## config.mk

```make
export PLATFORM = sky130hd
export DESIGN_NAME = swreg_i2c
export DESIGN_NICKNAME = d
export VERILOG_FILES = /design/src/rtl/swreg_pkg.sv /design/src/rtl/swreg_glitch_filt.sv /design/src/rtl/swreg_bus_events.sv /design/src/rtl/swreg_engine.sv /design/src/rtl/swreg_i2c.sv
export SDC_FILE = /design/constraint.sdc
export NUM_CORES = 1
export LEC_CHECK = 0
export BUFFER_PORTS_ARGS = -buffer_cell sky130_fd_sc_hd__buf_2
export CAP_MARGIN = 20
export CORE_MARGIN = 2
export CORE_UTILIZATION = 35
export DETAILED_ROUTE_END_ITERATION = 10
export PLACE_DENSITY = 0.53
export SLEW_MARGIN = 20
export SYNTH_ARGS = -nofsm -noshare
export SYNTH_HDL_FRONTEND = slang
export SYNTH_SLANG_ARGS = --single-unit
```

## constraint.sdc

```tcl
create_clock -name clk -period 1.8 [get_ports clk]
set_input_delay 0.09 -clock clk [delete_from_list [all_inputs] [get_ports clk]]
set_output_delay 0.09 -clock clk [all_outputs]
set_load 0.03 [all_outputs]
```

## src/rtl/swreg_pkg.sv

```systemverilog
package swreg_pkg;

    localparam int BYTE_W = 8;

    typedef enum logic [2:0] {
        PH_IDLE,
        PH_ADDR,
        PH_WRITE,
        PH_READ,
        PH_SKIP
    } phase_t;

    typedef struct packed {
        logic scl;
        logic sda;
    } bus_lvl_t;

    typedef struct packed {
        logic start;
        logic stop;
        logic rise;
        logic fall;
    } bus_ev_t;

    function automatic logic addr_hit(input logic [6:0] rx,
                                      input logic [4:0] hi,
                                      input logic [1:0] pins);
        return rx == {hi, pins};
    endfunction

endpackage

```

## src/rtl/swreg_glitch_filt.sv

```systemverilog
module swreg_glitch_filt #(
    parameter int   STABLE   = 12,
    parameter logic IDLE_VAL = 1'b1
) (
    input  logic clk,
    input  logic rst,
    input  logic din,
    output logic dout
);
    localparam int CW = $clog2(STABLE + 1);

    logic [1:0]    sync;
    logic [CW-1:0] cnt;
    logic          q;

    always_ff @(posedge clk) begin
        if (rst) begin
            sync <= {2{IDLE_VAL}};
            cnt  <= '0;
            q    <= IDLE_VAL;
        end else begin
            sync <= {sync[0], din};
            if (sync[1] != q) begin
                if (cnt == CW'(STABLE - 1)) begin
                    q   <= sync[1];
                    cnt <= '0;
                end else begin
                    cnt <= cnt + 1'b1;
                end
            end else begin
                cnt <= '0;
            end
        end
    end

    assign dout = q;

    // filtered level only follows a synchronized level that held long enough
    AST_FILT_HOLD: assert property (@(posedge clk) disable iff (rst)
        !$stable(q) |-> (q == $past(sync[1])) && ($past(cnt) == CW'(STABLE - 1)));

endmodule

```

## src/rtl/swreg_bus_events.sv

```systemverilog
module swreg_bus_events
    import swreg_pkg::*;
(
    input  logic     clk,
    input  logic     rst,
    input  bus_lvl_t lvl,
    output bus_ev_t  ev
);
    bus_lvl_t prev;

    always_ff @(posedge clk) begin
        if (rst) prev <= '1;
        else     prev <= lvl;
    end

    always_comb begin
        ev.start = lvl.scl & prev.scl & prev.sda & ~lvl.sda;
        ev.stop  = lvl.scl & prev.scl & ~prev.sda & lvl.sda;
        ev.rise  = lvl.scl & ~prev.scl;
        ev.fall  = ~lvl.scl & prev.scl;
    end

    AST_EVENTS_EXCLUSIVE: assert property (@(posedge clk) disable iff (rst)
        $onehot0({ev.start, ev.stop, ev.rise, ev.fall}));

endmodule

```

## src/rtl/swreg_engine.sv

```systemverilog
module swreg_engine
    import swreg_pkg::*;
#(
    parameter logic [4:0] ADDR_HI = 5'b10011
) (
    input  logic              clk,
    input  logic              rst,
    input  bus_lvl_t          lvl,
    input  bus_ev_t           ev,
    input  logic [1:0]        pins,
    output logic [BYTE_W-1:0] ctrl,
    output logic              upd,
    output logic              pull
);
    localparam int BCW = $clog2(BYTE_W + 1);
    localparam logic [BCW-1:0] LAST = BCW'(BYTE_W);

    phase_t            phase;
    logic [BCW-1:0]    cnt;
    logic [BYTE_W-1:0] sh;
    logic [BYTE_W-1:0] tx;
    logic              in_ack;
    logic              rd;
    logic              nack;

    always_ff @(posedge clk) begin
        if (rst) begin
            phase  <= PH_IDLE;
            cnt    <= '0;
            sh     <= '0;
            tx     <= '0;
            ctrl   <= '0;
            upd    <= 1'b0;
            pull   <= 1'b0;
            in_ack <= 1'b0;
            rd     <= 1'b0;
            nack   <= 1'b0;
        end else begin
            upd <= 1'b0;
            if (ev.start) begin
                phase  <= PH_ADDR;
                cnt    <= '0;
                in_ack <= 1'b0;
                pull   <= 1'b0;
            end else if (ev.stop) begin
                phase  <= PH_IDLE;
                cnt    <= '0;
                in_ack <= 1'b0;
                pull   <= 1'b0;
            end else if (ev.rise) begin
                if (!in_ack && cnt != LAST) begin
                    if (phase == PH_ADDR || phase == PH_WRITE)
                        sh <= {sh[BYTE_W-2:0], lvl.sda};
                    if (phase == PH_ADDR || phase == PH_WRITE || phase == PH_READ)
                        cnt <= cnt + 1'b1;
                end else if (in_ack && phase == PH_READ) begin
                    nack <= lvl.sda;
                end
            end else if (ev.fall) begin
                case (phase)
                    PH_ADDR: begin
                        if (in_ack) begin
                            in_ack <= 1'b0;
                            cnt    <= '0;
                            if (rd) begin
                                phase <= PH_READ;
                                tx    <= ctrl;
                                pull  <= ~ctrl[BYTE_W-1];
                            end else begin
                                phase <= PH_WRITE;
                                pull  <= 1'b0;
                            end
                        end else if (cnt == LAST) begin
                            if (addr_hit(sh[BYTE_W-1:1], ADDR_HI, pins)) begin
                                in_ack <= 1'b1;
                                pull   <= 1'b1;
                                rd     <= sh[0];
                            end else begin
                                phase <= PH_SKIP;
                            end
                        end
                    end
                    PH_WRITE: begin
                        if (in_ack) begin
                            in_ack <= 1'b0;
                            pull   <= 1'b0;
                            cnt    <= '0;
                        end else if (cnt == LAST) begin
                            ctrl   <= sh;
                            upd    <= 1'b1;
                            in_ack <= 1'b1;
                            pull   <= 1'b1;
                        end
                    end
                    PH_READ: begin
                        if (in_ack) begin
                            in_ack <= 1'b0;
                            if (nack) begin
                                phase <= PH_SKIP;
                                pull  <= 1'b0;
                            end else begin
                                cnt  <= '0;
                                tx   <= ctrl;
                                pull <= ~ctrl[BYTE_W-1];
                            end
                        end else if (cnt == LAST) begin
                            in_ack <= 1'b1;
                            pull   <= 1'b0;
                        end else begin
                            tx   <= {tx[BYTE_W-2:0], 1'b0};
                            pull <= ~tx[BYTE_W-2];
                        end
                    end
                    default: ;
                endcase
            end
        end
    end

    AST_UPD_SCL_LOW: assert property (@(posedge clk) disable iff (rst)
        upd |-> !lvl.scl);
    AST_CTRL_WITH_UPD: assert property (@(posedge clk) disable iff (rst)
        !$stable(ctrl) |-> upd);
    AST_UPD_SINGLE: assert property (@(posedge clk) disable iff (rst)
        upd |=> !upd);
    AST_SKIP_RELEASED: assert property (@(posedge clk) disable iff (rst)
        (phase == PH_SKIP) |-> !pull);
    AST_PULL_SCL_LOW: assert property (@(posedge clk) disable iff (rst)
        !$stable(pull) |-> !lvl.scl);

endmodule

```

## src/rtl/swreg_i2c.sv

```systemverilog
module swreg_i2c
    import swreg_pkg::*;
#(
    parameter logic [4:0] ADDR_HI     = 5'b10011,
    parameter int         FILT_CYCLES = 12
) (
    input  logic              clk,
    input  logic              rst,
    input  logic              scl_i,
    input  logic              sda_i,
    input  logic [1:0]        adr_pin,
    output logic              sda_pull,
    output logic [BYTE_W-1:0] sw_ctrl,
    output logic              sw_upd
);
    logic [1:0] raw;
    logic [1:0] filt;
    bus_lvl_t   lvl;
    bus_ev_t    ev;

    assign raw = {scl_i, sda_i};

    for (genvar gi = 0; gi < 2; gi++) begin : g_line
        swreg_glitch_filt #(
            .STABLE  (FILT_CYCLES),
            .IDLE_VAL(1'b1)
        ) u_filt (
            .clk (clk),
            .rst (rst),
            .din (raw[gi]),
            .dout(filt[gi])
        );
    end

    assign lvl.scl = filt[1];
    assign lvl.sda = filt[0];

    swreg_bus_events u_ev (
        .clk(clk),
        .rst(rst),
        .lvl(lvl),
        .ev (ev)
    );

    swreg_engine #(
        .ADDR_HI(ADDR_HI)
    ) u_eng (
        .clk (clk),
        .rst (rst),
        .lvl (lvl),
        .ev  (ev),
        .pins(adr_pin),
        .ctrl(sw_ctrl),
        .upd (sw_upd),
        .pull(sda_pull)
    );

endmodule

```

**Word-level counts from Yosys, hierarchy flattened**

Index checks and enable logic that the tools add are counted.

- Register bits: 51
- Input bits: 6
- Output and inout bits: 10
- Logic and storage cells: 145

- $add $sub $neg: 3
- Equality and inequality tests: 30
- Muxes and demuxes: 41
- Bitwise operators: 22
- Reductions and logical operators: 30

Operator list:

| cell | count |
|---|---|
| $mux W7 | 5 |
| $mux W4 | 7 |
| $reduce_and A7 Y1 | 4 |
| $mux W1 | 19 |
| $ne A3 B2 Y1 const B | 6 |
| $mux W3 | 5 |
| $not A1 Y1 | 15 |
| $pmux W7 S2 | 1 |
| $add A4 B1 Y4 const B | 3 |
| $eq A4 B4 Y1 const B | 3 |
| $ne A2 B1 Y1 const B | 6 |
| $ne A5 B4 Y1 const B | 2 |
| $reduce_and A5 Y1 | 2 |
| $reduce_and A9 Y1 | 1 |
| $reduce_bool A3 Y1 | 3 |
| $reduce_or A3 Y1 | 3 |
| $ne A4 B3 Y1 const B | 2 |
| $pmux W4 S2 | 1 |
| $reduce_and A8 Y1 | 1 |
| $and A1 B1 Y1 | 7 |
| $eq A7 B7 Y1 | 1 |
| $eq A3 B2 Y1 const B | 2 |
| $ne A3 B1 Y1 const B | 2 |
| $ne A3 B3 Y1 const B | 2 |
| other kinds (16) | 23 |

**Depth between registers and ports, before layout**

- Depth after elaboration: 9
- Gate-level depth with buffers: 8
- Gate-level depth less buffers: 7

**By module**

From an unflattened synthesis, not the netlist that was laid out.

- Cell total of the unflattened synthesis: 244
- Area total of the unflattened synthesis: 2279.7 sq um

Modules (own cells, without submodules):

| module | times used | cells each | area an instance (sq um) | sequential area each (sq um) |
|---|---|---|---|---|
| swreg_engine | 1 | 188 | 1696.6 | 700.7 |
| swreg_glitch_filt | 2 | 24 | 249.0 | 140.1 |
| swreg_bus_events | 1 | 8 | 85.1 | 40.0 |

**Worst setup path before layout**

Ideal clock, no wire load.

- Path type: register to register
- From: register u_eng.cnt[0]
- To: register u_eng.cnt[3]
- Library setup time: 70 ps
- Arrival: 1676 ps
- Data required time: 1730 ps
- Path slack: 54 ps
- Cell stages (with the launch flop): 8
- Path buffers: 0
- Period minus slack after synthesis: 1746 ps
- Cells stage by stage: dfxtp_1 inv_1 ha_1 nand3b_1 nor3b_2 o221ai_2 or4_1 a21oi_1

- Longest elaborated chain between the ends: 4
- Elaborated cells on any way between the ends: 8
- Those cells by class: add/sub: 1; eq/ne: 2; mux: 3; reduce/logical: 2

RTL lines:

| item | RTL line | text |
|---|---|---|
| from (decl) | swreg_engine.sv:19 | `logic [BCW-1:0] cnt;` |
| from (signal assigned) | swreg_engine.sv:55 | `cnt <= cnt + 1'b1;` |
| $add A4 B1 Y4 / $ne A4 B4 Y1 (equally long branches) | swreg_engine.sv:55, swreg_engine.sv:51 |  |
| $mux W4 / $logic_and A1 B1 Y1 (equally long branches) | swreg_engine.sv:54, swreg_engine.sv:51 |  |
| $mux W4 / $ne A2 B1 Y1 (equally long branches) | n/a |  |
| $mux W4 / $reduce_and A7 Y1 (equally long branches) | n/a |  |

Several ways; a longest one is shown, not always the timed one. The select of a mux whose other input is x is not followed.
A chain may end at the register's enable or synchronous reset.

**Worst setup path after layout**

Same ends and word-level chain as after synthesis.

==> impl_metrics.toml <==
[detailed_routing]
vias = 1746
dr.pass1.iters = 4
via_per_inst = 4.97
ant_nets = 0
wirelength_um = 4530
drc = 0
drt_iter0_drc = 105
wl_per_cell_um = 12.9

[pwr]
p_per_area_nw_per_um2 = 687
ir_worst_vdd_mv = 0.457
p_leak_nw = 1.18
power_mw = 1.85

[finish]
area_growth_pct = 15.9
layout.cells.non_filler = 351
n_antenna_cell = 0
utilization_pct = 42.1
final.fill_count = 666
regArea_um2 = 1020
layout-drive-gt1-share_pct = 19.7
fin_area_um2 = 2690
nNetsFinal = 283
multi_input_area_um2 = 1210

[sta]
timing.fmax_mhz = 599
fin_worst_skew_ns = 0.0110
tightestPinTransition_ns = 0.443
drv_slew = 0
hold_ws_ns = 0.174
hold_viol = 0
slew_headroom_pct = 70.3
finalCriticalPeriod_ns = 1.67
finalSetupViolCount = 0
grt_setup_unrepaired = "no"
fin_crit_sh_pct = 92.8

[setup_path]
critPathKind = "reg2reg"
r2r_start = "u_eng.cnt[0]"
cp.required_ns = 2.04
rr_endpoint = "u_eng.cnt[3]"
crit_fanout = 3
reg2reg_slack_ns = 0.13
cp-end-kind = "flip-flop"
cp.arrival_ns = 1.91
rr_worst_depth = 7
start_kind = "flip-flop"

[worst_hold_path]
hp-start = "rst"
holdCritPathClass = "in2reg"
hold_path_depth = 2
hold_path_end = "u_eng.rd"

[yosys]
synthArstFlopShare_pct = 0
avgSynthCellArea_um2 = 9.39
syn-num-nets = 257
synth.ff_latch_count = 51
syn_area_um2 = 2320
yosysSeqAreaShare_pct = 44.0
yosysWarnings = 0
synth_enable_flop_cells = 0
synth_cell_types = 46
ys.flop_type = "dfxtp_1"
synth_cells = 247

[clocking]
path_clk_slew_ns = 0.10
numCtsBuffers = 5
htree_levels = 2
cts_tree = "built"
cts-root-buf = "clkbuf_8"
postCtsSetupRepairBufs = 0
clockBufferDepth = 2
insertion_delay_ns = 0.31
clock-sinks = 51

[die]
die-width_um = 85.4
die_h_um = 85.4
num_rows = 29
io_pins = 16
die-area_um2 = 7290
start_util_pct = 36.3
core_region_area_um2 = 6390

[placed_design]
portBuffers = 15
gp_congestion = 0.755
hpwl_um = 3260
place_area_um2 = 2570
dp_cells = 341

[grt]
grt_use_total_pct = 13.7
grt_max_degree = 23
first_global_vias = 1653
overflow = 0
antenna_found_initial = 0
grt_pass1_wl_um = 7950

[run_status]
status = "finished, final reports clean"

[flow_run]
maxCapViolations = 0
==> synthesized netlist by cell type (2+ instances only) <==
cell	number	area, µm²
a211o_1	4	35.0
a21oi_1	10	50.1
a311oi_1	2	17.5
a31oi_1	3	18.8
and3b_1	2	17.5
buf_2	7	35.0
clkbuf_1	6	22.5
dfxtp_1	51	1020
ha_1	4	50.1
inv_1	6	22.5
mux2_1	6	67.6
mux2i_1	27	270
nand2_1	6	22.5
nand2b_1	6	37.5
nand3_1	7	35.0
nand4b_1	2	17.5
nor2_1	44	165
nor2b_1	6	37.5
o21ai_0	6	30.0
or2_2	7	43.8
or3_1	2	12.5
xnor2_1	5	43.8
xor2_1	5	43.8
==> state kept, by name, indices dropped and copies added, names as in the netlist, 2 cells and up <==
signal,cells
u_eng.cnt,4
g_line.u_filt.sync,4
g_line.u_filt.cnt,8
u_eng.sh,8
g_line.u_filt.dout,2
u_eng.tx,7
u_eng.ctrl,8
u_eng.phase,3
u_ev.prev,2
==> routing by layer <==
| metal | share of wire [%] | GRT usage (%) |
|---|---|---|
| met2 | 45 | 21.0 |
| met5 | 0 | 0 |
| met4 | 1.1 | 4.33 |
| met3 | 3.0 | 3.79 |
| met1 | 50 | 18.8 |
==> cell usage in the layout, fill, tap and decap left out, types with 5 or more instances in the layout <==
cell type	count
xnor2_1	5
mux2i_1	27
inv_1	6
nand2_1	6
mux2_1	6
buf_4	15
nand3_1	7
xor2_1	5
nor2b_1	5
or2_2	7
buf_2	15
nand2b_1	6
dfxtp_1	49
o21ai_0	6
a21oi_1	10
clkbuf_8	5
nor2_1	44
==> per-stage QoR <==
| stage | setup WS (ns) | TNS [ns] |
|---|---|---|
| after floorplan | 0.0539 | 0 |
| after global placement | 0.000210 | 0 |
| after detailed placement | -0.0657 | -0.334 |
| after CTS | 0.0719 | 0 |
| after global routing | 0.00383 | 0 |
| final | 0.130 | 0 |
==> critical path, stage by stage, from the launching register on <==
cell and delay (ns):
dfxtp_1 0.34, inv_1 0.06, ha_1 0.19, nand3b_1 0.11, nor3b_4 0.24, o221ai_2 0.14, or4_1 0.40, a21oi_1 0.14
==> logic make-up (layout without fill, tap and decap cells) <==
| kind of cell | count (synthesis) | count (layout) | synth area share [%] |
|---|---|---|---|
| compound gates | 35 | 35 | 10.8 |
| xor+xnor | 10 | 10 | 3.78 |
| fa+ha+maj | 4 | 4 | 2.16 |
| buf+inv | 21 | 48 | 4.26 |
| flops | 51 | 51 | 44.0 |
| mux | 33 | 33 | 14.6 |
| simple gates | 93 | 93 | 20.4 |
==> power by group <==
| part | leakage, nW | switching [mW] | internal, mW |
|---|---|---|---|
| Sequential | 0.413 | 0.00241 | 1.13 |
| Clock | 0.0454 | 0.395 | 0.280 |
| Combinational | 0.724 | 0.0219 | 0.0152 |
| Total | 1.18 | 0.420 | 1.43 |
==> repair_timing <==
item                                    4_1_cts  5_1_grt
endpoints found under the setup margin        6        9
pin swaps                                     0        0
hold endpoints to repair                      2        0
gates resized for setup                       1        3
hold buffers                                  2        0
==> cell type report <==
class / instances / share of cell area, %
sequential: 51 / 38.1
tap: 77 / 3.58
inverter: 6 / 0.838
clock inverter: 2 / 0.651
multi-input combinational: 175 / 45.0
timing repair buffer: 34 / 9.21
clock buffer: 6 / 2.70
==> how the worst max path moves through the flow <==
| stage | start | to |
|---|---|---|
| global route | u_eng.cnt[0] | u_eng.cnt[3] |
| floorplan | u_eng.cnt[0] | u_eng.cnt[3] |
| CTS | u_eng.cnt[1] | u_eng.cnt[3] |
| detailed placement | u_eng.phase[2] | u_eng.tx[6] |
| global placement | u_eng.phase[2] | u_eng.tx[4] |
| finish | u_eng.cnt[0] | u_eng.cnt[3] |
No activity file was read; power rests on OpenSTA's default activity.
